[config.mk]
export PLATFORM = sky130hd
export DESIGN_NAME = sec_cfg_regfile
export DESIGN_NICKNAME = d
export VERILOG_FILES = /design/src/rtl/sec_cfg_pkg.sv /design/src/rtl/sec_cfg_decode.sv /design/src/rtl/sec_cfg_mask_reg.sv /design/src/rtl/sec_cfg_ppc_pair.sv /design/src/rtl/sec_cfg_regfile.sv
export SDC_FILE = /design/constraint.sdc
export NUM_CORES = 1
export LEC_CHECK = 0
export BUFFER_PORTS_ARGS = -buffer_cell sky130_fd_sc_hd__buf_2
export CORE_ASPECT_RATIO = 0.5
export CORE_UTILIZATION = 40
export CTS_BUF_LIST = sky130_fd_sc_hd__clkbuf_8
export DETAILED_ROUTE_END_ITERATION = 12
export RECOVER_POWER = 100
export SYNTH_ARGS = -nofsm -noshare
export SYNTH_HDL_FRONTEND = slang
export SYNTH_SLANG_ARGS = --single-unit
[constraint.sdc]
create_clock -name clk_i -period 2.4 [get_ports clk_i]
set_input_delay 0.48 -clock clk_i [delete_from_list [all_inputs] [get_ports clk_i]]
set_output_delay 0.48 -clock clk_i [all_outputs]
set_load 0.02 [all_outputs]
[src/rtl/sec_cfg_pkg.sv]
package sec_cfg_pkg;

  typedef enum logic [2:0] {
    SEL_NONE,
    SEL_LOCK,
    SEL_NSC,
    SEL_AHB_NS,
    SEL_APB_NS,
    SEL_AHB_SP,
    SEL_APB_SP,
    SEL_MST
  } sel_e;

  localparam logic [1:0] SIZE_WORD  = 2'b10;
  localparam int unsigned MAX_EXP   = 4;

  // address group = addr[11:4]
  localparam logic [7:0] GRP_CTRL   = 8'h00;
  localparam logic [7:0] GRP_AHB_NS = 8'h01;
  localparam logic [7:0] GRP_APB_NS = 8'h02;
  localparam logic [7:0] GRP_AHB_SP = 8'h03;
  localparam logic [7:0] GRP_APB_SP = 8'h04;
  localparam logic [7:0] GRP_MST    = 8'h05;

endpackage

[src/rtl/sec_cfg_decode.sv]
module sec_cfg_decode
  import sec_cfg_pkg::*;
#(
  parameter int unsigned N_EXP = 4
) (
  input  logic [11:0] addr_i,
  input  logic        wr_i,
  input  logic        rd_i,
  input  logic [1:0]  size_i,
  input  logic        secure_i,
  input  logic        priv_i,
  output sel_e        sel_o,
  output logic [1:0]  idx_o,
  output logic        wr_ok_o,
  output logic        rd_ok_o
);

  logic [7:0] grp;
  logic [1:0] word;
  logic       idx_hit;
  logic       attr_ok;

  assign grp     = addr_i[11:4];
  assign word    = addr_i[3:2];
  assign idx_hit = (int'(word) < N_EXP);
  assign idx_o   = word;
  assign attr_ok = secure_i && priv_i;
  assign wr_ok_o = wr_i && attr_ok && (size_i == SIZE_WORD);
  assign rd_ok_o = rd_i && attr_ok;

  always_comb begin
    sel_o = SEL_NONE;
    unique case (grp)
      GRP_CTRL: begin
        if (word == 2'd0)      sel_o = SEL_LOCK;
        else if (word == 2'd1) sel_o = SEL_NSC;
      end
      GRP_AHB_NS: if (idx_hit) sel_o = SEL_AHB_NS;
      GRP_APB_NS: if (idx_hit) sel_o = SEL_APB_NS;
      GRP_AHB_SP: if (idx_hit) sel_o = SEL_AHB_SP;
      GRP_APB_SP: if (idx_hit) sel_o = SEL_APB_SP;
      GRP_MST:    if (word == 2'd0) sel_o = SEL_MST;
      default:    sel_o = SEL_NONE;
    endcase
  end

endmodule

[src/rtl/sec_cfg_mask_reg.sv]
module sec_cfg_mask_reg #(
  parameter int unsigned W   = 16,
  parameter logic [W-1:0] DIS = '0
) (
  input  logic         clk_i,
  input  logic         rst_ni,
  input  logic         we_i,
  input  logic [W-1:0] d_i,
  output logic [W-1:0] q_o
);

  always_ff @(posedge clk_i or negedge rst_ni) begin
    if (!rst_ni)   q_o <= '0;
    else if (we_i) q_o <= d_i & ~DIS;
  end

  // disabled bits never hold a 1
  p_dis_zero_r6: assert property (@(posedge clk_i) disable iff (!rst_ni)
    (q_o & DIS) == '0);

endmodule

[src/rtl/sec_cfg_ppc_pair.sv]
module sec_cfg_ppc_pair #(
  parameter int unsigned N_EXP = 4,
  parameter int unsigned W     = 16,
  localparam int unsigned VW   = N_EXP * W,
  parameter logic [VW-1:0] DIS = '0
) (
  input  logic          clk_i,
  input  logic          rst_ni,
  input  logic          lock_i,
  input  logic [N_EXP-1:0] we_ns_i,
  input  logic [N_EXP-1:0] we_sp_i,
  input  logic [W-1:0]  d_i,
  output logic [VW-1:0] ns_o,
  output logic [VW-1:0] sp_raw_o,
  output logic [VW-1:0] sp_o
);

  for (genvar k = 0; k < N_EXP; k++) begin : g_reg
    sec_cfg_mask_reg #(.W(W), .DIS(DIS[k*W +: W])) i_ns (
      .clk_i  (clk_i),
      .rst_ni (rst_ni),
      .we_i   (we_ns_i[k]),
      .d_i    (d_i),
      .q_o    (ns_o[k*W +: W])
    );
    sec_cfg_mask_reg #(.W(W), .DIS(DIS[k*W +: W])) i_sp (
      .clk_i  (clk_i),
      .rst_ni (rst_ni),
      .we_i   (we_sp_i[k]),
      .d_i    (d_i),
      .q_o    (sp_raw_o[k*W +: W])
    );
  end

  // unprivileged grant only where the peripheral stays Secure
  assign sp_o = sp_raw_o & ~ns_o;

  p_sp_gate_r7: assert property (@(posedge clk_i) disable iff (!rst_ni)
    (ns_o & sp_o) == '0);

  p_lock_hold_r4: assert property (@(posedge clk_i) disable iff (!rst_ni)
    lock_i |=> ($stable(ns_o) && $stable(sp_raw_o)));

endmodule

[src/rtl/sec_cfg_regfile.sv]
module sec_cfg_regfile
  import sec_cfg_pkg::*;
#(
  parameter int unsigned N_EXP = 4,
  parameter int unsigned EXP_W = 16,
  parameter int unsigned MST_W = 16,
  localparam int unsigned VW   = N_EXP * EXP_W,
  parameter logic [VW-1:0]    AHB_DIS = '0,
  parameter logic [VW-1:0]    APB_DIS = '0,
  parameter logic [MST_W-1:0] MST_DIS = '0
) (
  input  logic          clk_i,
  input  logic          rst_ni,
  input  logic [11:0]   addr_i,
  input  logic          wr_i,
  input  logic          rd_i,
  input  logic [1:0]    size_i,
  input  logic          secure_i,
  input  logic          priv_i,
  input  logic [31:0]   wdata_i,
  output logic [31:0]   rdata_o,
  output logic          lock_o,
  output logic          code_nsc_o,
  output logic          ram_nsc_o,
  output logic [VW-1:0] ahb_ns_o,
  output logic [VW-1:0] ahb_sp_o,
  output logic [VW-1:0] apb_ns_o,
  output logic [VW-1:0] apb_sp_o,
  output logic [MST_W-1:0] mst_ns_o
);

  sel_e       sel;
  logic [1:0] idx;
  logic       wr_ok, rd_ok, wr_cfg;
  logic       lock_q;
  logic [1:0] nsc_q;
  logic [VW-1:0] ahb_sp_raw, apb_sp_raw;
  logic [N_EXP-1:0] we_ahb_ns, we_ahb_sp, we_apb_ns, we_apb_sp;
  logic [31:0] rd_val;

  initial begin
    assert (N_EXP >= 1 && N_EXP <= MAX_EXP);
    assert (EXP_W >= 1 && EXP_W <= 16);
    assert (MST_W >= 1 && MST_W <= 16);
  end

  sec_cfg_decode #(.N_EXP(N_EXP)) i_decode (
    .addr_i   (addr_i),
    .wr_i     (wr_i),
    .rd_i     (rd_i),
    .size_i   (size_i),
    .secure_i (secure_i),
    .priv_i   (priv_i),
    .sel_o    (sel),
    .idx_o    (idx),
    .wr_ok_o  (wr_ok),
    .rd_ok_o  (rd_ok)
  );

  // every register except the lock is frozen once locked
  assign wr_cfg = wr_ok && !lock_q;

  always_ff @(posedge clk_i or negedge rst_ni) begin
    if (!rst_ni)                                   lock_q <= 1'b0;
    else if (wr_ok && sel == SEL_LOCK && wdata_i[0]) lock_q <= 1'b1;
  end

  for (genvar k = 0; k < N_EXP; k++) begin : g_we
    logic hit;
    assign hit          = wr_cfg && (int'(idx) == k);
    assign we_ahb_ns[k] = hit && (sel == SEL_AHB_NS);
    assign we_ahb_sp[k] = hit && (sel == SEL_AHB_SP);
    assign we_apb_ns[k] = hit && (sel == SEL_APB_NS);
    assign we_apb_sp[k] = hit && (sel == SEL_APB_SP);
  end

  sec_cfg_mask_reg #(.W(2), .DIS(2'b00)) i_nsc (
    .clk_i  (clk_i),
    .rst_ni (rst_ni),
    .we_i   (wr_cfg && sel == SEL_NSC),
    .d_i    (wdata_i[1:0]),
    .q_o    (nsc_q)
  );

  sec_cfg_mask_reg #(.W(MST_W), .DIS(MST_DIS)) i_mst (
    .clk_i  (clk_i),
    .rst_ni (rst_ni),
    .we_i   (wr_cfg && sel == SEL_MST),
    .d_i    (wdata_i[16 +: MST_W]),
    .q_o    (mst_ns_o)
  );

  sec_cfg_ppc_pair #(.N_EXP(N_EXP), .W(EXP_W), .DIS(AHB_DIS)) i_ahb (
    .clk_i    (clk_i),
    .rst_ni   (rst_ni),
    .lock_i   (lock_q),
    .we_ns_i  (we_ahb_ns),
    .we_sp_i  (we_ahb_sp),
    .d_i      (wdata_i[EXP_W-1:0]),
    .ns_o     (ahb_ns_o),
    .sp_raw_o (ahb_sp_raw),
    .sp_o     (ahb_sp_o)
  );

  sec_cfg_ppc_pair #(.N_EXP(N_EXP), .W(EXP_W), .DIS(APB_DIS)) i_apb (
    .clk_i    (clk_i),
    .rst_ni   (rst_ni),
    .lock_i   (lock_q),
    .we_ns_i  (we_apb_ns),
    .we_sp_i  (we_apb_sp),
    .d_i      (wdata_i[EXP_W-1:0]),
    .ns_o     (apb_ns_o),
    .sp_raw_o (apb_sp_raw),
    .sp_o     (apb_sp_o)
  );

  always_comb begin
    rd_val = '0;
    unique case (sel)
      SEL_LOCK:   rd_val[0]           = lock_q;
      SEL_NSC:    rd_val[1:0]         = nsc_q;
      SEL_AHB_NS: rd_val[EXP_W-1:0]   = ahb_ns_o[int'(idx)*EXP_W +: EXP_W];
      SEL_APB_NS: rd_val[EXP_W-1:0]   = apb_ns_o[int'(idx)*EXP_W +: EXP_W];
      SEL_AHB_SP: rd_val[EXP_W-1:0]   = ahb_sp_raw[int'(idx)*EXP_W +: EXP_W];
      SEL_APB_SP: rd_val[EXP_W-1:0]   = apb_sp_raw[int'(idx)*EXP_W +: EXP_W];
      SEL_MST:    rd_val[16 +: MST_W] = mst_ns_o;
      default:    rd_val = '0;
    endcase
  end

  always_ff @(posedge clk_i or negedge rst_ni) begin
    if (!rst_ni) rdata_o <= '0;
    else         rdata_o <= rd_ok ? rd_val : '0;
  end

  assign lock_o     = lock_q;
  assign code_nsc_o = nsc_q[0];
  assign ram_nsc_o  = nsc_q[1];

  p_lock_sticky_r3: assert property (@(posedge clk_i) disable iff (!rst_ni)
    lock_q |=> lock_q);

  p_lock_freeze_r4: assert property (@(posedge clk_i) disable iff (!rst_ni)
    lock_q |=> ($stable(nsc_q) && $stable(mst_ns_o)));

  p_size_ignore_r1: assert property (@(posedge clk_i) disable iff (!rst_ni)
    (wr_i && size_i != SIZE_WORD) |=> ($stable(nsc_q) && $stable(mst_ns_o)
                                       && $stable(ahb_ns_o) && $stable(apb_ns_o)));

  p_attr_ignore_r11: assert property (@(posedge clk_i) disable iff (!rst_ni)
    (wr_i && !(secure_i && priv_i)) |=> ($stable(nsc_q) && $stable(mst_ns_o)
                                         && $stable(ahb_ns_o) && $stable(apb_ns_o)));

  p_rd_deny_r2: assert property (@(posedge clk_i) disable iff (!rst_ni)
    !(rd_i && secure_i && priv_i) |=> (rdata_o == '0));

  p_unmapped_r10: assert property (@(posedge clk_i) disable iff (!rst_ni)
    (rd_i && sel == SEL_NONE) |=> (rdata_o == '0));

endmodule

==> results of run 1 <==
## synthesized netlist by cell type, drive strengths merged (2+ instances only)
| cell | count |
|---|---|
| nand2b | 3 |
| or4 | 2 |
| nor3b | 2 |
| clkbuf | 31 |
| nor3 | 3 |
| mux2i | 18 |
| nor2 | 7 |
| nand2 | 4 |
| nand3 | 7 |
| a22oi | 14 |
| o22ai | 14 |
| nand4 | 16 |
| buf | 34 |
| dfrtp | 307 |
| nor4 | 4 |
| o21ai | 2 |
| mux4 | 63 |
| and2 | 18 |
| mux2 | 275 |
| nor2b | 132 |
## area by class of cell
cell class	instances	area, um2
fill	3233	17300
sequential	307	7680
multi-input combinational	596	6310
timing repair buffer	433	2130
clock buffer	55	757
tap	475	594
clock inverter	21	153
## worst paths after layout
path / endpoint / start / slack, ps / cells after the start
max reg2reg: i_apb.g_reg[1].i_ns.q_o[0]$_DFFE_PN0P_ / lock_o$_DFFE_PN0P_ / 210 / 6
max: i_apb.g_reg[1].i_ns.q_o[0]$_DFFE_PN0P_ / lock_o$_DFFE_PN0P_ / 210 / 6
min reg2reg: rdata_o[20]$_DFF_PN0_ / i_mst.q_o[4]$_DFFE_PN0P_ / 500 / 1
min: i_mst.q_o[12]$_DFFE_PN0P_ / wdata_i[28] / 120 / 2
max in group asynchronous: i_apb.g_reg[1].i_sp.q_o[0]$_DFFE_PN0P_ / rst_ni / 420 / 3
min in group asynchronous: i_apb.g_reg[0].i_ns.q_o[11]$_DFFE_PN0P_ / rst_ni / 660 / 2
## logic make-up (layout without fill, tap and decap cells)
family,after synthesis,after routing,synth area share (%)
buffers and inverters,65,509,2.12
XOR/XNOR,1,1,0.0609
multiplexers,356,356,32.7
flip-flops,307,307,53.5
AO/OA/AOI/OAI,36,36,1.73
AND/OR/NAND/NOR,203,203,9.97
## routing by layer
metal	routed length [um]	global-route usage, %	up-vias
met5	0	0	-
met2	21400	38.5	301
met1	19400	32.7	5360
li1	-	-	4381
met4	1010	7.26	0
met3	2200	4.54	78
## critical path: stages, from the launching register on
cell and delay [ps]:
dfrtp_1 370, clkbuf_1 140, nor4b_1 540, buf_12 220
nand4_1 130, clkbuf_4 330, mux2_2 330
## stage by stage
stage	TNS, ps	hold WS [ps]	instances	instance area [um2]
finish	0	122	1887	17600
global route	0	93.6	1887	17600
CTS	0	86.1	1887	18300
detailed placement	-2410	487	1810	17400
global placement	-903	478	1810	17400
floorplan	-130	184	968	14500
## state kept, by name (all words and copies together) (netlist names)
signal	flops
i_mst.q_o	16
rdata_o	32
i_apb.g.i_ns.q_o	64
i_ahb.g.i_ns.q_o	64
i_apb.g.i_sp.q_o	64
lock_o	1
i_ahb.g.i_sp.q_o	64
i_nsc.q_o	2
## report_power, final
part	total [mW]	internal, mW	leakage [nW]	switching [mW]
clock	4.38	2.29	0.508	2.09
combinational	0.468	0.150	3.84	0.319
sequential	5.19	5.18	4.29	0.00556
==> impl_metrics.toml, run 1 <==
[setup_path]
cp-start-kind = "flip-flop"
path_class = "flip-flop to flip-flop"
cp.required_ps = 2850
worstPathArrival_ps = 2640
cp-end-kind = "flip-flop"
worst-path-max-fanout = 15

[layout]
antennaDiodeCount = 0
fin_nets = 1436
area_growth_pct = 22.6
layout_common_cells = "clkbuf_1, dfrtp_1, mux2_2"
drive_gt1_share_pct = 36.5
utilization_pct = 50.5
mostFrequentLayoutCell = "clkbuf_1"

[sta]
post-route-period-util_pct = 91.2
fmax_mhz = 457
finalHoldViolCount = 0
post-route-min-period_ps = 2190
final-setup-viol-count = 0
slew_violations = 0
tightest_slew_ps = 1130
slew_headroom_pct = 24.4
worst_clock_skew_ps = 28.4
setup_slack_ps = 211
grt_setup_unrepaired = "no"

[cts]
max-clock-path-buffers = 3
cts_setup_buffers = 0
clock-sinks = 307
postCtsHoldBufs = 1
htreeDepth = 2
worstSkewPairLatency_ps = 590
cts_root_buf = "clkbuf_8"
path_clk_slew_ps = 60
cts_tree = "built"
cts.repair.resized = 0
numCtsBuffers = 46

[outcome]
status = "complete, no violations"

[logic_synthesis]
ys_seq_area_share_pct = 53.5
yosys.area.top_type_share_pct = 53.5
synth_area_per_cell_um2 = 14.8
async_reset_ff_share_pct = 100
synthTopCellsByArea = "dfrtp_1, mux2_2, mux4_2, nor2b_1, mux2i_1"
synth.distinct_cells = 40
synth_warnings = 0
syn_inst = 968
synth_flop_cell = "dfrtp_1"
syn_area_um2 = 14400
ys_seq_elements = 307
synth_nets = 1020
synth_top_cell_by_area = "dfrtp_1"
synth_edf_count = 0

[route]
routed_via_density = 5.36
ant_nets = 0
first_pass_iters = 5
wl_um = 44100
vias = 10120
drtIter0Drc = 615
remaining_drc_errors = 0
routedWlPerCell_um = 23.4

[placed_design]
hpwl_um = 32100
place_ws_ps = -63.1
routabilityCongestion = 0.839
numPortBuffers = 356

[power]
ir_drop_mv = 0.385
powerDensity_nw_per_um2 = 569
total_power_mw = 10.0
p_leak_nw = 8.64

[hold_path]
hold_class = "primary input to flip-flop"

[global_route]
grt_pass1_vias = 10462
grt_max_degree = 72
globalRoute.totalOverflow = 0
antenna_found_initial = 0
grt_pass1_wl_um = 65600
grt_use_total_pct = 23.8

[flow_run]
maxCapViolations = 0

[floorplan]
ioPinCount = 359
start_util_pct = 41.2
dieWidth_um = 270
die_area_um2 = 36700
rows = 48
die_y_um = 136
design.core.area_um2 = 34900
Power figures use the tool's default switching activity.
==> run 2: changes to the inputs <==
- SKIP_CTS_REPAIR_TIMING: default -> 1
- SYNTH_HIERARCHICAL: default -> 1
==> impl_metrics.toml, run 2 <==
[setup_path]
rr_startpoint = "lock_o$_DFFE_PN0P_"
crit_top_cell = "clkbuf_2"
critPathMaxStageDelay_ps = 450
path_class = "primary input to flip-flop"
critical_path_buf_inv_count = 4
worst-path-max-fanout = 14
r2r_cells = 6
crit_slowest_cell = "clkbuf_2"
path_cells = "buf_2, nor3_1, nand2_1, clkbuf_1, nor3b_2, clkbuf_2, nand2_4, nor2_1, clkbuf_2, mux2_4"
cp.required_ps = 2850
r2r_setup_slack_ps = 90
cp-end-kind = "flip-flop"
crit_family = "buffers and inverters"
cp-start-kind = "primary input"
worstPathArrival_ps = 2800
r2r_end = "i_ahb/g_reg[0].i_ns/q_o[7]$_DFFE_PN0P_"

[placed_design]
place_ws_ps = -490
place_area_um2 = 18800
numPortBuffers = 356
routabilityCongestion = 0.831
hpwl_um = 32900

[global_route]
grt_max_degree = 66
globalRoute.totalOverflow = 0
grt_use_total_pct = 21.8
antenna_found_initial = 0
grt_pass1_wl_um = 67600
grt_pass1_vias = 10695

[logic_synthesis]
synth.distinct_cells = 44
synthTopCellsByArea = "dfrtp_1, mux2_4, nor2b_4, mux4_2, mux2_2"
ys_seq_area_share_pct = 47.3
post-synth-top-count-cell = "dfrtp_1"
ys_seq_elements = 307
synth_top_cell_by_area = "dfrtp_1"
synth_edf_count = 0
synth_common_cells = "dfrtp_1, mux2_4, nor2b_4"
synth_nets = 1049
synth_area_per_cell_um2 = 16.3
synth_flop_cell = "dfrtp_1"
syn_area_um2 = 16300
synth_warnings = 6
yosys.area.top_type_share_pct = 47.3
async_reset_ff_share_pct = 100
syn_inst = 997

[hold_path]
worstHoldStart = "wdata_i[27]"
holdPathEnd = "i_mst/q_o[11]$_DFFE_PN0P_"
min_path_cells = 2
hold_class = "primary input to flip-flop"

[cts]
cts_tree = "built"
max-clock-path-buffers = 3
worstSkewPairLatency_ps = 580
numCtsBuffers = 48
htreeDepth = 2
path_clk_slew_ps = 60
clock-sinks = 307
cts_root_buf = "clkbuf_8"

[sta]
finalHoldViolCount = 0
post-route-min-period_ps = 2350
final-setup-viol-count = 0
grt_setup_unrepaired = "no"
slew_headroom_pct = 1.57
slew_violations = 0
worst_clock_skew_ps = 17.7
setup_slack_ps = 46.6
tightest_slew_ps = 1480
fmax_mhz = 425
holdWs_ps = 124
post-route-period-util_pct = 98.1

[layout]
antennaDiodeCount = 0
fin_area_um2 = 18800
fin_nets = 1453
layout_common_cells = "clkbuf_1, dfrtp_1, mux2_1"
drive_gt1_share_pct = 36.5
utilization_pct = 47.5
fillers = 3743
area_growth_pct = 15.3
mostFrequentLayoutCell = "clkbuf_1"

[flow_run]
maxCapViolations = 0

[floorplan]
dieWidth_um = 287
design.core.area_um2 = 39400
die_y_um = 145
rows = 51
die_area_um2 = 41500
start_util_pct = 41.2
ioPinCount = 359

[power]
intPower_mw = 8.04
netSwitchingFraction_pct = 23.0
p_comb_share_pct = 3.8
powerDensity_nw_per_um2 = 557
p_leak_nw = 8.69
p_clk_share_pct = 46.6
switchingPower_mw = 2.41
ir_drop_mv = 0.288
seqPwrFrac_pct = 49.6

[route]
vias = 9993
first_pass_iters = 5
drtIter0Drc = 390
ant_nets = 0
remaining_drc_errors = 0
routedWlPerCell_um = 23.1
routed_via_density = 5.09
wl_um = 45500

[outcome]
status = "complete, no violations"
[run 2: changes by cell type in the layout (fill, tap and decap cells not counted), sizes merged, moves of 5 or more]
cell | previous run | this run
nand2 | 4 | 29
nor2 | 7 | 24
nand4 | 16 | 0
o21ai | 2 | 18
a22o | 0 | 14
o22ai | 14 | 1
clkbuf | 393 | 383
mux2i | 18 | 8
a22oi | 14 | 9
clkinv | 5 | 10
[run 2: worst reg2reg max path, cell delays in order, from the launching register on]
cell	delay [ps]
dfrtp_1	430
nand2b_1	200
or3_1	460
buf_4	200
nor2_1	270
clkbuf_2	300
mux2_4	320
[run 2: how the worst max path moves through the flow]
stage	depth (start not counted)	startpoint	slack [ps]	to
2_1_floorplan	10	addr_i[3]	-110	i_ahb/g_reg[2].i_sp/q_o[10]$_DFFE_PN0P_
3_3_place_gp	8	secure_i	-450	i_apb/g_reg[0].i_sp/q_o[2]$_DFFE_PN0P_
3_5_place_dp	8	secure_i	-490	i_apb/g_reg[0].i_sp/q_o[0]$_DFFE_PN0P_
4_1_cts	4	lock_o$_DFFE_PN0P_	60	i_apb/g_reg[0].i_sp/q_o[0]$_DFFE_PN0P_
5_1_grt	3	rst_ni	10	i_ahb/g_reg[2].i_ns/q_o[9]$_DFFE_PN0P_
6_report	10	addr_i[7]	50	i_ahb/g_reg[0].i_ns/q_o[7]$_DFFE_PN0P_
[run 2: cell type report]
type                            instances  area (um2)  share of cell area [%]
Sequential cell                       307        7680                    41.0
Inverter                                5        18.8                   0.100
Multi-Input combinational cell        624        7440                    39.7
Tap cell                              530         663                    3.54
Clock inverter                         22         200                    1.07
Clock buffer                           62         853                    4.55
Timing Repair Buffer                  415        1890                    10.1
[run 2: logic make-up after synthesis]
kind of cell	Yosys count	synth area share (%)
and+or+nand+nor	223	13.7
DFF	307	47.3
muxes	344	32.1
xor gates and xnor gates	2	0.108
adders and majority gates	1	0.0693
buffers and inverters	66	4.46
AOI/OAI and AO/OA	54	2.30
[run 2: per-stage QoR]
stage	power, mW	instances	TNS, ps
final	10.4	1965	0
after global routing	10.9	1965	0
after CTS	10.6	1964	0
after detailed placement	5.70	1880	-77880
after global placement	5.69	1880	-73890
after floorplan	5.42	997	-7890
[run 2: power by group through the flow]
stage	clock, mW	combinational, mW	sequential, mW
after CTS	4.98	0.422	5.19
final	4.87	0.393	5.19
after global routing	5.24	0.434	5.18
after global placement	0	0.410	5.28
after floorplan	0	0.137	5.29
after detailed placement	0	0.422	5.28
[run 2: routing by layer]
metal / wire (um) / vias to the layer above / GRT usage (%)
li1: - / 4407 / -
met5: 0 / - / 0
met2: 24300 / 199 / 39.1
met3: 1640 / 70 / 3.33
met1: 18500 / 5317 / 27.3
met4: 996 / 0 / 6.10
